## src/rtl/ochg_pkg.sv

```systemverilog
package ochg_pkg;
  typedef enum logic {ST_NORMAL = 1'b0, ST_LATCHED = 1'b1} ochg_state_t;

  function automatic int unsigned short_count(input int unsigned full, input int unsigned div);
    int unsigned q;
    q = full / div;
    return (q == 0) ? 1 : q;
  endfunction
endpackage

```

## src/rtl/ochg_window_timer.sv

```systemverilog
module ochg_window_timer #(
  parameter int unsigned CW = 10
) (
  input  logic          clk,
  input  logic          rst_n,
  input  logic          run,
  input  logic          tick,
  input  logic [CW-1:0] limit,
  output logic          done
);
  logic [CW-1:0] cnt;
  logic [CW:0]   next_cnt;

  assign next_cnt = {1'b0, cnt} + 1'b1;
  assign done     = run && tick && (next_cnt >= {1'b0, limit});

  always_ff @(posedge clk or negedge rst_n) begin
    if (!rst_n)              cnt <= '0;
    else if (!run || done)   cnt <= '0;
    else if (tick)           cnt <= next_cnt[CW-1:0];
  end
endmodule

```

## src/rtl/ochg_release_gate.sv

```systemverilog
module ochg_release_gate (
  input  logic [1:0] cell_rel_ok,
  input  logic       vm_over_oc,
  input  logic       load_present,
  input  logic       xchg_det,
  output logic       rel_ok
);
  logic cells_low;
  logic node_ok;

  assign cells_low = &cell_rel_ok;
  assign node_ok   = !vm_over_oc || load_present;
  assign rel_ok    = cells_low && node_ok && !xchg_det;
endmodule

```

## src/rtl/ochg_chg_ctrl.sv

```systemverilog
module ochg_chg_ctrl
  import ochg_pkg::*;
#(
  parameter int unsigned DET_MS   = 1000,
  parameter int unsigned REL_MS   = 40,
  parameter int unsigned TEST_DIV = 64
) (
  input  logic       clk,
  input  logic       rst_n,
  input  logic       ms_tick,
  input  logic       test_mode,
  input  logic [1:0] cell_hi,
  input  logic [1:0] cell_rel_ok,
  input  logic       vm_over_oc,
  input  logic       load_present,
  input  logic       xchg_det,
  output logic       chg_en,
  output logic       ovc_mask,
  output logic       hyst_sel
);
  localparam int unsigned MAXW   = (DET_MS > REL_MS) ? DET_MS : REL_MS;
  localparam int unsigned CW     = $clog2(MAXW + 1);
  localparam int unsigned DET_T  = short_count(DET_MS, TEST_DIV);
  localparam int unsigned REL_T  = short_count(REL_MS, TEST_DIV);

  ochg_state_t   state;
  logic          det_run, rel_run, det_done, rel_done, rel_ok;
  logic          hyst_q;
  logic [CW-1:0] det_lim, rel_lim;

  assign det_lim = test_mode ? CW'(DET_T) : CW'(DET_MS);
  assign rel_lim = test_mode ? CW'(REL_T) : CW'(REL_MS);

  ochg_release_gate u_gate (
    .cell_rel_ok  (cell_rel_ok),
    .vm_over_oc   (vm_over_oc),
    .load_present (load_present),
    .xchg_det     (xchg_det),
    .rel_ok       (rel_ok)
  );

  assign det_run = (state == ST_NORMAL)  && (|cell_hi);
  assign rel_run = (state == ST_LATCHED) && rel_ok;

  ochg_window_timer #(.CW(CW)) u_det (
    .clk (clk), .rst_n (rst_n), .run (det_run), .tick (ms_tick),
    .limit (det_lim), .done (det_done)
  );

  ochg_window_timer #(.CW(CW)) u_rel (
    .clk (clk), .rst_n (rst_n), .run (rel_run), .tick (ms_tick),
    .limit (rel_lim), .done (rel_done)
  );

  always_ff @(posedge clk or negedge rst_n) begin
    if (!rst_n) begin
      state  <= ST_NORMAL;
      hyst_q <= 1'b0;
    end else begin
      case (state)
        ST_NORMAL: begin
          hyst_q <= 1'b0;
          if (det_done) state <= ST_LATCHED;
        end
        default: begin
          if (rel_done) begin
            state  <= ST_NORMAL;
            hyst_q <= 1'b0;
          end else if (load_present) begin
            hyst_q <= 1'b1;
          end
        end
      endcase
    end
  end

  assign chg_en   = (state == ST_NORMAL);
  assign ovc_mask = (state == ST_LATCHED);
  assign hyst_sel = hyst_q;
endmodule

```

## config.mk

```make
export PLATFORM = sky130hd
export DESIGN_NAME = ochg_chg_ctrl
export DESIGN_NICKNAME = d
export VERILOG_FILES = /design/src/rtl/ochg_pkg.sv /design/src/rtl/ochg_window_timer.sv /design/src/rtl/ochg_release_gate.sv /design/src/rtl/ochg_chg_ctrl.sv
export SDC_FILE = /design/constraint.sdc
export NUM_CORES = 1
export LEC_CHECK = 0
export ABC_AREA = 1
export BUFFER_PORTS_ARGS = -buffer_cell sky130_fd_sc_hd__buf_2
export CAP_MARGIN = 0
export CORE_UTILIZATION = 48
export DETAILED_ROUTE_END_ITERATION = 6
export HOLD_SLACK_MARGIN = 0.15
export PLACE_DENSITY = 0.77
export SLEW_MARGIN = 30
export SYNTH_ARGS = -nofsm -noshare
export SYNTH_HDL_FRONTEND = slang
export SYNTH_SLANG_ARGS = --single-unit
```

## constraint.sdc

```tcl
create_clock -name clk -period 2.75 [get_ports clk]
set_input_delay 0.275 -clock clk [delete_from_list [all_inputs] [get_ports clk]]
set_output_delay 0.275 -clock clk [all_outputs]
set_load 0.05 [all_outputs]
```

# After elaboration in Yosys (flattened, before gate mapping)
# Cells that the tools add are included.
[totals]
register_bits = 22
input_bits = 11
out_inout_bits = 3
word_cells = 41
[op_classes]
add_sub_neg = 2
n_lt_le_gt_ge = 2
n_eq_ne = 1
mux = 12
bitwise = 1
n_reduce_logical = 19
[op_table]
columns = ["cell", "count"]
rows = [
  ["$mux W10", 5],
  ["$add A10 B1 Y11 const B", 2],
  ["$ge A11 B10 Y1", 1],
  ["$ge A11 B6 Y1", 1],
  ["$logic_and A1 B1 Y1", 8],
  ["$mux W1", 6],
  ["$mux W6", 1],
  ["$logic_not A1 Y1", 4],
  ["$reduce_bool A2 Y1", 2],
  ["$logic_or A1 B1 Y1", 3],
  ["$ne A3 B2 Y1 const B", 1],
  ["$reduce_and A2 Y1", 1],
  ["$reduce_or A2 Y1", 1],
  ["$not A1 Y1", 1],
]

# Longest topological paths before layout
[depth]
word_depth = 9
depth_mapped = 18
ltp_nobuf = 17

# Modules after synthesis
# From an unflattened synthesis, not the netlist that was laid out.
[unflattened]
cells_unflattened = 283
hier_area_um2 = 2004.4
[modules_own_cells]
columns = ["module", "instances", "cells_per_inst", "area_per_inst_um2", "seq_area_each_um2"]
rows = [
  ["ochg_window_timer (u_rel)", 1, 136, 945.9, 250.2],
  ["ochg_window_timer (u_det)", 1, 126, 935.9, 250.2],
  ["ochg_chg_ctrl", 1, 16, 102.6, 50.0],
  ["ochg_release_gate", 1, 5, 20.0, 0.0],
]

# Least setup slack after synthesis
# OpenSTA, ideal clock, no wires.
[synth_path]
kind = "reg-to-reg"
start = "register u_det.cnt[0]"
end = "register u_det.cnt[2]"
setup_time_ps = 118
arrival_time_ps = 2130
required_ps = 2632
slack_ps = 503
stages_incl_launch_ff = 17
path_buffers = 0
synth_period_minus_slack_ps = 2247
cell_sequence = "dfrtp_1 ha_1 nand3_1 nor2_1 nand3_1 xor2_1 inv_1 ha_1 nand2_1 inv_1 nand3_2 nor2_1 nand2_2 nand3_2 nand2_4 nand3_1 nand2_1"
[synth_via]
elab_chain_len = 5
elab_cells_between_ends = 7
cone_classes = "add/sub (1); order compare (1); mux (2); reduce/logical (3)"
[synth_lines]
columns = ["element", "line", "text"]
rows = [
  ["start: declaration", "ochg_window_timer.sv:11", "logic [CW-1:0] cnt;"],
  ["start signal: assignment", "ochg_window_timer.sv:20", "else if (tick) cnt <= next_cnt[CW-1:0];"],
  ["$add A10 B1 Y11 (*)", "ochg_window_timer.sv:14", "assign next_cnt = {1'b0, cnt} + 1'b1;"],
  ["$ge A11 B10 Y1", "ochg_window_timer.sv:15", "assign done = run && tick && (next_cnt >= {1'b0, limit});"],
  ["$logic_and A1 B1 Y1", "ochg_window_timer.sv:15", ""],
  ["$logic_or A1 B1 Y1", "ochg_window_timer.sv:19", "else if (!run || done) cnt <= '0;"],
  ["$mux W10 or $reduce_bool A2 Y1 (tied branches)", "n/a", ""],
]
# Mark *: on every way between the ends. The rest lies on a longest branch, timed or not. The select of a mux whose other input is x is not followed.
# A chain may end at the register's enable or synchronous reset.

# Final worst setup path
[layout_path]
start = "register u_det.cnt[1]"
end = "register u_det.cnt[0]"
[layout_via]
elab_chain_len = 5
elab_cells_between_ends = 6
cone_classes = "add/sub (1); order compare (1); mux (1); reduce/logical (3)"
[layout_lines]
columns = ["element", "line"]
rows = [
  ["$add A10 B1 Y11 (*)", "ochg_window_timer.sv:14"],
  ["$ge A11 B10 Y1 (*)", "ochg_window_timer.sv:15"],
  ["$logic_and A1 B1 Y1 (*)", "ochg_window_timer.sv:15"],
  ["$logic_or A1 B1 Y1 (*)", "ochg_window_timer.sv:19"],
  ["$mux W10 or $reduce_bool A2 Y1 (tied branches)", "n/a"],
]
# Mark *: on every way between the ends. The rest lies on a longest branch, timed or not.

==> flow_summary.toml <==
[synthesis]
synthTopCellsByCount = "nand2_1 (55), inv_1 (34), nor2_1 (24)"
synthArstFlopShare_pct = 100
syn_area_mm2 = 0.00159
ys_types = 25
yosys.area.top_type_share_pct = 34.7
synth_fp_nets = 243
syn_inst = 219
synth-seq-cells = 22
synth_area_per_cell_um2 = 7.24
ys.flop_type = "dfrtp_1"
synthTopCellsByArea = "dfrtp_1 (35%), nand2_1 (13%), ha_1 (10%), inv_1 (8.0%), nand3_1 (7.3%)"
yosys_warnings = 0
synth_edf_count = 0
synth_most_common_cell = "nand2_1"
yosysSeqAreaShare_pct = 34.7
yosysTopAreaCell = "dfrtp_1"

[worst_setup_path]
critPathBufInv = 1
cp_slowest_cell = "dfrtp_1"
r2r_end = "u_det.cnt[0]"
arrival_ps = 2740
startpoint_type = "flop"
worstSetupPathDepth = 12
cpPeakStageDelay_ps = 420
ff2ff_setup_slack_ps = 250
crit_end = "u_det.cnt[0]"
r2r_start = "u_det.cnt[1]"
reg2reg_depth = 12
cp_cell_sequence = "ha_2 > nand3_1 > nor2_1 > nand3_1 > xor2_1 > inv_1 > ha_1 > a21oi_1 > o211ai_1 > nor2_4 > nand4_1 > mux2i_1"
worst-setup-path-type = "flop to flop"
crit_start = "u_det.cnt[1]"
required_ps = 2990
setup.worst_path.end_class = "flop"
critPathMostFrequentCell = "nand3_1"
critPathTopFamily = "simple AND/OR/NAND/NOR gates"
cp_max_fo = 4

[pwr]
ir_worst_vdd_mv = 0.205
p_leak_uw = 0.000972
power-per-cell-area_mw_per_mm2 = 426
total_power_uw = 754

[timing]
setup_viol = 0
hold_viol = 0
fin_setup_tns_ps = 0
fmax_ghz = 0.400
tightest_slew_ps = 569
fin_skew_ps = 10.7
min_period_ps = 2500
worst_slack_ps = 252
fin_crit_sh_pct = 90.8
max_slew_margin_pct = 61.8
finalMaxSlewViolations = 0
rsz0062_at_grt = "false"

[route]
ant_nets = 0
avgViaCountPerCell = 4.89
routed_wl_mm = 3.13
wl_per_cell_um = 11.2
drtIter0Drc = 51
routed-via-count = 1368
drc = 0
drt_pass1_iterations = 5

[clocking]
cts_tree = "built"
cts_buffer_depth = 2
numCtsBuffers = 3
root_buffer = "clkbuf_4"
clock-sinks = 22
clk_latency_ps = 320
htree_levels = 1
cts.reportedPaths.clkPinSlew_ps = 130

[final_layout]
ff_latch_area_um2 = 551
nFillCells = 329
diodes = 0
area_growth_pct = 11.4
nets = 261
multiInputGateArea_um2 = 892
drive_above_1_share_pct = 13.1

[status]
status = "finished, final reports clean"

[global_routing]
grt_max_degree = 23
grt_use_total_pct = 21.0
grt_pass1_vias = 1291
grt_pass1_wl_mm = 5.60
grt-ovfl-total = 0
antenna_found_initial = 0

[placement]
portBuffers = 13
dp_hpwl_mm = 2.40
place_ws_ps = 286
gp_congestion = 0.816

[die]
io_pins = 14
rows = 20
core_area_mm2 = 0.00310
initial_utilization_pct = 51.1
die_x_um = 59.5
die_h_um = 59.5
die-area_mm2 = 0.00354

[min_path]
hold_path_class = "input pin to flop"

[job]
maxCapViolCount = 0
worst reg2reg max path, delay by kind of cell, from the launching register on:
| family | cells | cell delay (ps) |
|---|---|---|
| multiplexers | 1 | 220 |
| XOR/XNOR | 1 | 190 |
| buffers and inverters | 1 | 60 |
| AO/OA/AOI/OAI | 2 | 290 |
| AND/OR/NAND/NOR | 5 | 690 |
| flip-flops | 1 | 420 |
| adder cells (fa/ha/maj) | 2 | 550 |
routing by layer:
metal | track usage, % | part of all wire (%) | vias up
met4 | 3.99 | 0.54 | 0
met5 | 0 | 0 | -
met1 | 30.3 | 52 | 598
li1 | - | - | 738
met3 | 4.59 | 3.6 | 2
met2 | 32.4 | 44 | 30
registers in the layout, summed over array words and instances, names as in the netlist:
name	flops
u_rel.cnt	10
hyst_sel	1
u_det.cnt	10
ovc_mask	1
kinds of logic (layout without fill, tap and decap cells):
| logic type | Yosys count | after routing | share of synthesized area (%) |
|---|---|---|---|
| simple gates | 121 | 121 | 35.3 |
| buf+inv | 38 | 55 | 9.23 |
| flops | 22 | 22 | 34.7 |
| compound gates | 15 | 15 | 4.97 |
| fa+ha+maj | 13 | 13 | 10.3 |
| xor+xnor | 9 | 9 | 4.97 |
| mux | 1 | 1 | 0.631 |
area by class of cell:
| cell class | count | share of cell area, % |
|---|---|---|
| clock buffers | 3 | 1.27 |
| clock inverters | 1 | 1.70 |
| inverters | 36 | 7.64 |
| multi-input cells | 159 | 50.5 |
| flip-flops and latches | 22 | 31.1 |
| well taps | 44 | 3.11 |
| repair buffers | 15 | 4.67 |
repair_timing:
action | 4_1_cts | 5_1_grt
gates resized for setup | 0 | 1
hold endpoints to repair | 22 | 0
endpoints found under the setup margin | 0 | 8
hold buffers | 1 | 0
buffers inserted | 0 | 1
worst min-delay path by stage:
stage	depth (start not counted)	startpoint	endpoint	slack (ps)
6_report	3	load_present	hyst_sel	200
5_1_grt	3	load_present	hyst_sel	240
4_1_cts	3	load_present	hyst_sel	190
3_5_place_dp	1	rst_n	u_det.cnt[8]	260
3_3_place_gp	1	rst_n	u_det.cnt[8]	260
2_1_floorplan	0	rst_n	hyst_sel	-20
per-stage QoR:
step | hold WS, ps | util, % | area (um^2) | instances
6_report | 202 | 57.0 | 1770 | 280
5_1_grt | 244 | 57.0 | 1770 | 280
4_1_cts | 191 | 56.7 | 1760 | 279
3_5_place_dp | 262 | 54.6 | 1700 | 274
3_3_place_gp | 263 | 54.6 | 1700 | 274
2_1_floorplan | -20.6 | - | 1590 | 219
layout by cell type (no fill, tap or decap):
master         netlist  final
o211ai_1             1      1
nor2_2               2      2
o21ai_0              4      4
nor2_1              24     24
dfrtp_1             22     22
nand2_4              1      1
nor3_1               2      2
xor2_1               9      9
ha_1                13     12
o21ai_1              5      5
mux2i_1              1      1
nand2_1             55     55
nand3_2              4      4
inv_1               34     34
bufinv_16            0      1
nand4_1              5      5
clkbuf_4             0      3
nand3_1             23     23
nor4_1               2      2
ha_2                 0      1
dlygate4sd3_1        0      1
nor2_4               1      1
a21oi_1              4      4
inv_2                2      2
nand2_2              1      1
buf_4                1      1
nor4_2               1      1
buf_2                0     13
o22ai_1              1      1
power breakdown:
group | internal, uW | switching, uW | leakage, uW | total (uW)
clock | 147 | 101 | 0.0000279 | 248
sequential | 337 | 20.5 | 0.000304 | 358
combinational | 53.1 | 94.6 | 0.000640 | 148
(Power assumes the default switching activity.)
